[config.mk]
export PLATFORM = sky130hd
export DESIGN_NAME = wdt_steer
export DESIGN_NICKNAME = d
export VERILOG_FILES = /design/src/rtl/wdt_steer_pkg.sv /design/src/rtl/wdt_counter.sv /design/src/rtl/wdt_regctl.sv /design/src/rtl/wdt_steer.sv
export SDC_FILE = /design/constraint.sdc
export NUM_CORES = 1
export LEC_CHECK = 0
export BUFFER_PORTS_ARGS = -buffer_cell sky130_fd_sc_hd__buf_2
export CORE_MARGIN = 2
export CORE_UTILIZATION = 49
export CTS_CLUSTER_SIZE = 40
export DETAILED_ROUTE_END_ITERATION = 12
export PLACE_DENSITY = 0.84
export SYNTH_ARGS = -nofsm -noshare
export SYNTH_HDL_FRONTEND = slang
export SYNTH_SLANG_ARGS = --single-unit
[constraint.sdc]
create_clock -name clk -period 1.8 [get_ports clk]
set_input_delay 0.45 -clock clk [delete_from_list [all_inputs] [get_ports clk]]
set_output_delay 0.45 -clock clk [all_outputs]
set_load 0.005 [all_outputs]
[src/rtl/wdt_steer_pkg.sv]
package wdt_steer_pkg;
  // Strobes from the register control to the counter datapath.
  typedef struct packed {
    logic restart;  // reload the interval (write or read of the register)
    logic countEn;  // one 1/16 s tick
  } wdStrobe_t;
endpackage

[src/rtl/wdt_counter.sv]
module wdt_counter
  import wdt_steer_pkg::*;
#(
  parameter int MULT_W = 5,
  parameter int RES_W  = 2
) (
  input  logic              clk,
  input  logic              rstN,
  input  wdStrobe_t         ctl,
  input  logic [MULT_W-1:0] mult,
  input  logic [RES_W-1:0]  res,
  output logic              expireNow
);
  localparam int MAX_RES = (1 << RES_W) - 1;
  localparam int COUNT_W = MULT_W + 2 * MAX_RES;

  logic [COUNT_W-1:0] interval;
  logic [COUNT_W-1:0] cnt;
  logic               active;

  // multiplier times 4^resolution
  assign interval = COUNT_W'(mult) << {res, 1'b0};

  assign expireNow = active && ctl.countEn && !ctl.restart && (cnt == COUNT_W'(1));

  always_ff @(posedge clk) begin
    if (!rstN) begin
      cnt    <= '0;
      active <= 1'b0;
    end else if (ctl.restart) begin
      cnt    <= interval;
      active <= (interval != '0);
    end else if (ctl.countEn && active) begin
      if (cnt == COUNT_W'(1)) begin
        cnt    <= '0;
        active <= 1'b0;
      end else begin
        cnt <= cnt - COUNT_W'(1);
      end
    end
  end

  // each tick moves a running count down by exactly one
  p_count_down_r1: assert property (@(posedge clk) disable iff (!rstN)
    (active && ctl.countEn && !ctl.restart && cnt > COUNT_W'(1)) |=> (cnt == $past(cnt) - COUNT_W'(1)));

  // a zero interval never leaves the counter running
  p_zero_idle_r2: assert property (@(posedge clk) disable iff (!rstN)
    (ctl.restart && mult == '0) |=> !active);

  // a restart always reloads the count, even on a final tick
  p_restart_wins_r8: assert property (@(posedge clk) disable iff (!rstN)
    ctl.restart |=> (cnt == $past(interval)));
endmodule

[src/rtl/wdt_regctl.sv]
module wdt_regctl
  import wdt_steer_pkg::*;
#(
  parameter int MULT_W = 5,
  parameter int RES_W  = 2,
  localparam int REG_W = 1 + MULT_W + RES_W
) (
  input  logic              clk,
  input  logic              rstN,
  input  logic              regWrEn,
  input  logic              regRdEn,
  input  logic [REG_W-1:0]  regWrData,
  input  logic              tick16,
  input  logic              expireNow,
  output wdStrobe_t         ctl,
  output logic [MULT_W-1:0] mult,
  output logic [RES_W-1:0]  res,
  output logic [REG_W-1:0]  regRdData,
  output logic              wdFlag,
  output logic              resetReq,
  output logic              irqPulse,
  output logic              centuryClr
);
  localparam int STEER_BIT = REG_W - 1;

  logic [REG_W-1:0] wdReg;
  logic [REG_W-1:0] cfgSrc;

  assign ctl.restart = regWrEn || regRdEn;
  assign ctl.countEn = tick16;

  // a write must load the new value on the same edge
  assign cfgSrc    = regWrEn ? regWrData : wdReg;
  assign res       = cfgSrc[RES_W-1:0];
  assign mult      = cfgSrc[RES_W +: MULT_W];
  assign regRdData = wdReg;

  always_ff @(posedge clk) begin
    if (!rstN) begin
      wdReg      <= '0;
      wdFlag     <= 1'b0;
      resetReq   <= 1'b0;
      irqPulse   <= 1'b0;
      centuryClr <= 1'b0;
    end else begin
      resetReq   <= expireNow && wdReg[STEER_BIT];
      centuryClr <= expireNow && wdReg[STEER_BIT];
      irqPulse   <= expireNow && !wdReg[STEER_BIT];
      if (regWrEn)                            wdReg <= regWrData;
      else if (expireNow && wdReg[STEER_BIT]) wdReg <= '0;
      if (ctl.restart)    wdFlag <= 1'b0;
      else if (expireNow) wdFlag <= 1'b1;
    end
  end

  // a reset request always comes with a cleared register
  p_reg_cleared_r6: assert property (@(posedge clk) disable iff (!rstN)
    resetReq |-> (wdReg == '0 || $past(regWrEn)));

  // reset steering and interrupt steering never coincide
  p_one_action_r6: assert property (@(posedge clk) disable iff (!rstN)
    !(resetReq && irqPulse));

  // the interrupt lasts exactly one cycle
  p_irq_single_r7: assert property (@(posedge clk) disable iff (!rstN)
    irqPulse |=> !irqPulse);

  // a restart leaves the flag clear
  p_restart_clears_flag_r5: assert property (@(posedge clk) disable iff (!rstN)
    ctl.restart |=> !wdFlag);
endmodule

[src/rtl/wdt_steer.sv]
module wdt_steer
  import wdt_steer_pkg::*;
#(
  parameter int MULT_W = 5,
  parameter int RES_W  = 2,
  localparam int REG_W = 1 + MULT_W + RES_W
) (
  input  logic             clk,
  input  logic             rstN,
  input  logic             regWrEn,
  input  logic             regRdEn,
  input  logic [REG_W-1:0] regWrData,
  output logic [REG_W-1:0] regRdData,
  input  logic             tick16,
  output logic             wdFlag,
  output logic             resetReq,
  output logic             irqPulse,
  output logic             centuryClr
);
  wdStrobe_t         ctl;
  logic [MULT_W-1:0] mult;
  logic [RES_W-1:0]  res;
  logic              expireNow;

  wdt_regctl #(.MULT_W(MULT_W), .RES_W(RES_W)) uCtl (
    .clk(clk), .rstN(rstN), .regWrEn(regWrEn), .regRdEn(regRdEn),
    .regWrData(regWrData), .tick16(tick16), .expireNow(expireNow),
    .ctl(ctl), .mult(mult), .res(res), .regRdData(regRdData),
    .wdFlag(wdFlag), .resetReq(resetReq), .irqPulse(irqPulse),
    .centuryClr(centuryClr)
  );

  wdt_counter #(.MULT_W(MULT_W), .RES_W(RES_W)) uDp (
    .clk(clk), .rstN(rstN), .ctl(ctl), .mult(mult), .res(res),
    .expireNow(expireNow)
  );

  // the flag only rises together with an expiry action
  p_flag_rise_r5: assert property (@(posedge clk) disable iff (!rstN)
    $rose(wdFlag) |-> (irqPulse || resetReq));

  // century clear and reset request travel together
  p_century_pair_r6: assert property (@(posedge clk) disable iff (!rstN)
    centuryClr == resetReq);
endmodule

# --- After elaboration in Yosys (flattened, before gate mapping) ---
# Cells that the tools add are included.
totals:
  register_bits: 23
  output_inout_bits: 12
  wordCells: 33
classes:
  add_sub_neg: 1
  eq_ne: 1
  shifts: 1
  muxes: 9
  n_bitwise: 1
  reduce_logical: 14
ops:
  columns: ["op", "count"]
  rows:
  - ["11-bit 2-to-1 mux", 3]
  - ["8-bit 2-to-1 mux", 2]
  - ["11-bit by 1-bit equality test with 1-bit output, second input constant", 1]
  - ["11-bit nonzero test", 1]
  - ["5-bit by 3-bit << shifter with 11-bit output", 1]
  - ["11-bit by 1-bit subtractor with 11-bit output, second input constant", 1]
  - ["7-bit 2-to-1 mux", 1]
  - ["2-bit nonzero test", 3]
  - ["1-bit logical AND", 5]
  - ["1-bit 2-to-1 mux", 3]
  - ["1-bit logical NOT", 2]
  - ["2-bit AND reduction", 1]
  - ["2-bit OR reduction", 1]
  - ["1-bit logical OR", 1]
  - ["1-bit NOT", 1]

# --- Depth between registers and ports, before layout ---
depth:
  depth_word: 7
  mapped_depth: 8
  mapped_depth_nobuf: 7

# --- Modules after synthesis ---
# Synthesis repeated with hierarchy kept, for this count alone.
unflattened:
  cells_unflattened: 181
  area_unflattened_um2: 1452.6
modules_own_cells:
  columns: ["module", "instances", "cells_each", "area_per_inst_um2", "seq_area_each_um2"]
  rows:
  - ["wdt_counter", 1, 126, 957.2, 240.2]
  - ["wdt_regctl", 1, 55, 495.5, 220.2]

# --- Worst setup path before layout ---
# OpenSTA, ideal clock, no wires.
synth_timing:
  path_type: "flip-flop to flip-flop"
  startpoint: "register uDp.cnt[0]"
  endpoint: "register uDp.cnt[7]"
  setup_ps: 120
  arrival_time_ps: 1669
  slack_ps: 11
  stages_incl_launch_ff: 7
  cell_sequence: "dfxtp_1 -> ha_1 -> nor4b_1 -> nand3_1 -> o41ai_1 -> a21oi_1 -> o31a_1"
synth_between:
  elab_chain_cells: 4
  word_cells_on_any_way: 5
  cone_classes: "add/sub (1); eq/ne (1); mux (3)"
synth_lines:
  columns: ["item", "line", "text"]
  rows:
  - ["start: declaration", "wdt_counter.sv:18", "logic [COUNT_W-1:0] cnt;"]
  - ["start signal: assignment", "wdt_counter.sv:31", "cnt <= interval;"]
  - ["start signal: assignment", "wdt_counter.sv:38", "cnt <= cnt - COUNT_W'(1);"]
  - ["11-bit by 1-bit subtractor with 11-bit output / 11-bit by 1-bit equality test with 1-bit output (equally long branches)", "wdt_counter.sv:38, wdt_counter.sv:34", null]
  - ["11-bit 2-to-1 mux (*)", "wdt_counter.sv:34", "if (cnt == COUNT_W'(1)) begin"]
  - ["11-bit 2-to-1 mux (*)", "wdt_counter.sv:33", "end else if (ctl.countEn && active) begin"]
  - ["11-bit 2-to-1 mux (*)", "wdt_counter.sv:30", "end else if (ctl.restart) begin"]
# Mark *: on every way between the ends. The rest lies on a longest branch, timed or not. The select of a mux whose other input is x is not followed.
# A chain may end at the register's enable or synchronous reset.

# --- Worst setup path after layout ---
layout_timing:
  startpoint: "register uDp.cnt[1]"
  endpoint: "register uDp.cnt[5]"
# Same word-level chain as after synthesis.

==> metrics.md <==
| Metric | Value |
|---|---|
| Total GRT Usage | 24.0% |
| Syn. warnings | 0 |
| Max cap viols | 0 |
| Total vias in the final route | 1,586 |
| Fmax | 0.541 GHz |
| Reg-to-Reg Start | uDp.cnt[1] |
| Layout Skew | 6.12 ps |
| CTS tree | built |
| Reg clk slew, reported paths | 130 ps |
| Layout cells sized above 1 | 38.5% |
| Post-DP HPWL | 2890 um |
| Root buffer cell | clkbuf_4 |
| Rel. slew slack | 65.7% |
| Port buffer count | 24 |
| H-tree Lvls | 1 |
| Final non-filler cell total | 257 |
| Yosys cell types | 46 |
| Via density | 6.17 |
| Iter 0 DRT Violations | 62 |
| Worst Max-Slew Pin Slew | 515 ps |
| CP max FO | 4 |
| Synthesized flop and latch total | 23 |
| Crit. End Element | register |
| Post-Synthesis Cells | 176 |
| Core Box Area | 2730 sq um |
| Arrival time at the worst endpoint | 2080 ps |
| CP dominant cell by count | nand3_4 |
| Final wirelength | 4070 um |
| Hold path depth | 3 |
| Async set-reset flop share out of synthesis | 0% |
| Hold Crit Endpoint | uCtl.regRdData[7] |
| R2R depth | 8 |
| Die Wd | 57.5 um |
| Mapped Area | 1400 sq um |
| CP max stage cell | or4_1 |
| Worst Path Required | 2030 ps |
| Failing checks | setup timing |
| Syn_area_per_cell | 7.97 sq um |
| Fin crit period | 1850 ps |
| Syn_nets | 191 |
| CTS buffer count | 3 |
| Max-slew violation count | 0 |
| Final GP Congestion | 0.951 |
| CP Class | register to register |
| Worst R2R End | uDp.cnt[5] |
| Largest net degree at the start of global routing | 14 |
| DRC Markers | 0 |
| Most frequent cells in the layout | buf_4, buf_2, dfxtp_1 |
| Max VDD drop | 0.000449 V |
| Tot Pwr | 1240 uW |
| RSZ-0062 raised after global routing | yes |
| Area post-placement | 1730 sq um |
| TritonCTS Sinks | 23 |
| Pwr Density | 655 nW/um^2 |
| Worst skew pair latency | 320 ps |
| Reg-to-reg setup timing slack | -50 ps |
| Hold crit path type | input pin to register |
| WL per Instance | 15.8 um |
| Fill count | 220 |
| Outcome | finished with violations |
| EDFF count, synth | 0 |
| # setup viols final | 1 |
| Setup slack after layout | -46.8 ps |
| Final ANT Viol Nets | 0 |
| Fin area | 1890 sq um |
| Final hold violations | 0 |
| Crit path max-delay family | simple AND/OR/NAND/NOR gates |
| Congestion Overflow GR | 0 |
| Hold_sp | regWrData[7] |
| Total I/O pin count | 25 |
| First-pass GRT wire length | 6270 um |
| LEAKAGE | 0.000812 uW |
| Vias in the first global route | 1,387 |
| Starting Density | 51.3% |
| Clock Path Buffers | 2 |
| # rows | 19 |
| P&R area growth vs syn | 34.8% |
| CP Cell Sequence | inv_1, ha_2, nor4b_4, nand3_4, buf_4, nand3_4, or4_1, a31oi_1 |
| CP max stage delay | 570 ps |
| Top FF cell, synth | dfxtp_1 |
| Most common cell after layout, fill and taps aside | buf_4 |
| Inserted Diodes | 0 |
| Worst Setup Start Kind | register |
| CP Buf/Inv Count | 2 |
| Post-Place Cells | 248 |
| Initial antenna violation count | 0 |
| Number of nets in the layout | 242 |
| 1st-pass router iterations | 4 |
| Final period utilization | 103% |
| Fin Hold WS | 371 ps |
| Die area | 3310 sq um |
| Die H | 57.5 um |
| Register area share after synthesis | 32.8% |
## timing repair
action	in CTS	in global routing
resized for setup	5	20
setup endpoints to repair	4	18
setup buffers	0	6
cloned	0	0
pin swaps	0	7
hold buffers	0	0
## synthesized netlist by cell type, drive strengths merged (2+ instances only)
master	instances	share of area, %
ha	2	1.8
o22ai	5	2.2
mux2	5	4.0
a21oi	13	4.6
nand2b	2	0.89
a31oi	5	2.2
a21o	2	1.6
and2	2	0.89
clkbuf	4	1.1
nor2	17	4.5
nor3b	4	2.5
dfxtp	23	33
o21ai	13	4.6
o211ai	2	1.1
o21a	2	1.1
mux2i	8	5.7
and3	3	1.3
or4	3	1.6
buf	6	2.3
inv	7	1.9
nand3	10	3.6
nand2	10	2.7
nor3	9	3.6
## state kept, by name (all words and copies together), names as in the netlist
signal,flops
uCtl.resetReq,1
uDp.cnt,11
uCtl.regRdData,8
uCtl.irqPulse,1
uCtl.wdFlag,1
uDp.active,1
## cell type report
| class | count | area, sq um | share of cell area (%) |
|---|---|---|---|
| Multi-Input combinational cell | 136 | 958 | 50.7 |
| Clock inverter | 1 | 5.00 | 0.265 |
| Clock buffer | 3 | 22.5 | 1.19 |
| Timing Repair Buffer | 56 | 373 | 19.7 |
| Tap cell | 31 | 38.8 | 2.05 |
| Sequential cell | 23 | 467 | 24.7 |
| Inverter | 7 | 26.3 | 1.39 |
## tightest hold or removal path: stages
cell	delay, ps
buf_2	100
nand2_1	70
a21oi_2	50
## kinds of logic after synthesis
logic type / Yosys count / share of synthesized area (%)
AOI/OAI and AO/OA: 52 / 23.9
buffers and inverters: 17 / 5.26
and+or+nand+nor: 69 / 26.5
muxes: 13 / 9.72
DFF: 23 / 32.8
adders and majority gates: 2 / 1.78
## metrics by stage
step	TNS (ps)	util, %	setup WS [ps]
floorplan	0	-	10.9
global placement	-112	63.2	-67.7
detailed placement	-370	63.2	-89.4
CTS	-26.7	64.9	-14.4
global route	-415	69.2	-126
finish	-46.8	69.2	-46.8
## power by group
part	internal, uW	leakage (uW)	switching (uW)
Sequential	539	0.000190	35.1
Clock	83.3	0.0000177	165
Combinational	208	0.000605	207
## layer usage
layer | GRT usage (%) | share of wire [%] | wire length (um) | vias to the layer above
li1 | - | - | - | 756
met1 | 34.8 | 45 | 1810 | 763
met2 | 37.8 | 49 | 2000 | 57
met3 | 2.27 | 4.6 | 188 | 10
met4 | 7.31 | 1.7 | 69 | 0
met5 | 0 | 0 | 0 | -
## worst max-delay path by stage
stage / endpoint / startpoint / depth (start not counted) / slack (ps)
finish: uDp.cnt[5] / uDp.cnt[1] / 8 / -50
global route: uDp.cnt[5] / uDp.cnt[1] / 8 / -130
CTS: uDp.cnt[5] / uDp.cnt[1] / 8 / -10
detailed placement: uDp.cnt[7] / regWrEn / 6 / -90
global placement: uDp.cnt[7] / regWrEn / 6 / -70
floorplan: uDp.cnt[7] / uDp.cnt[0] / 6 / 10
(Power assumes the default switching activity.)
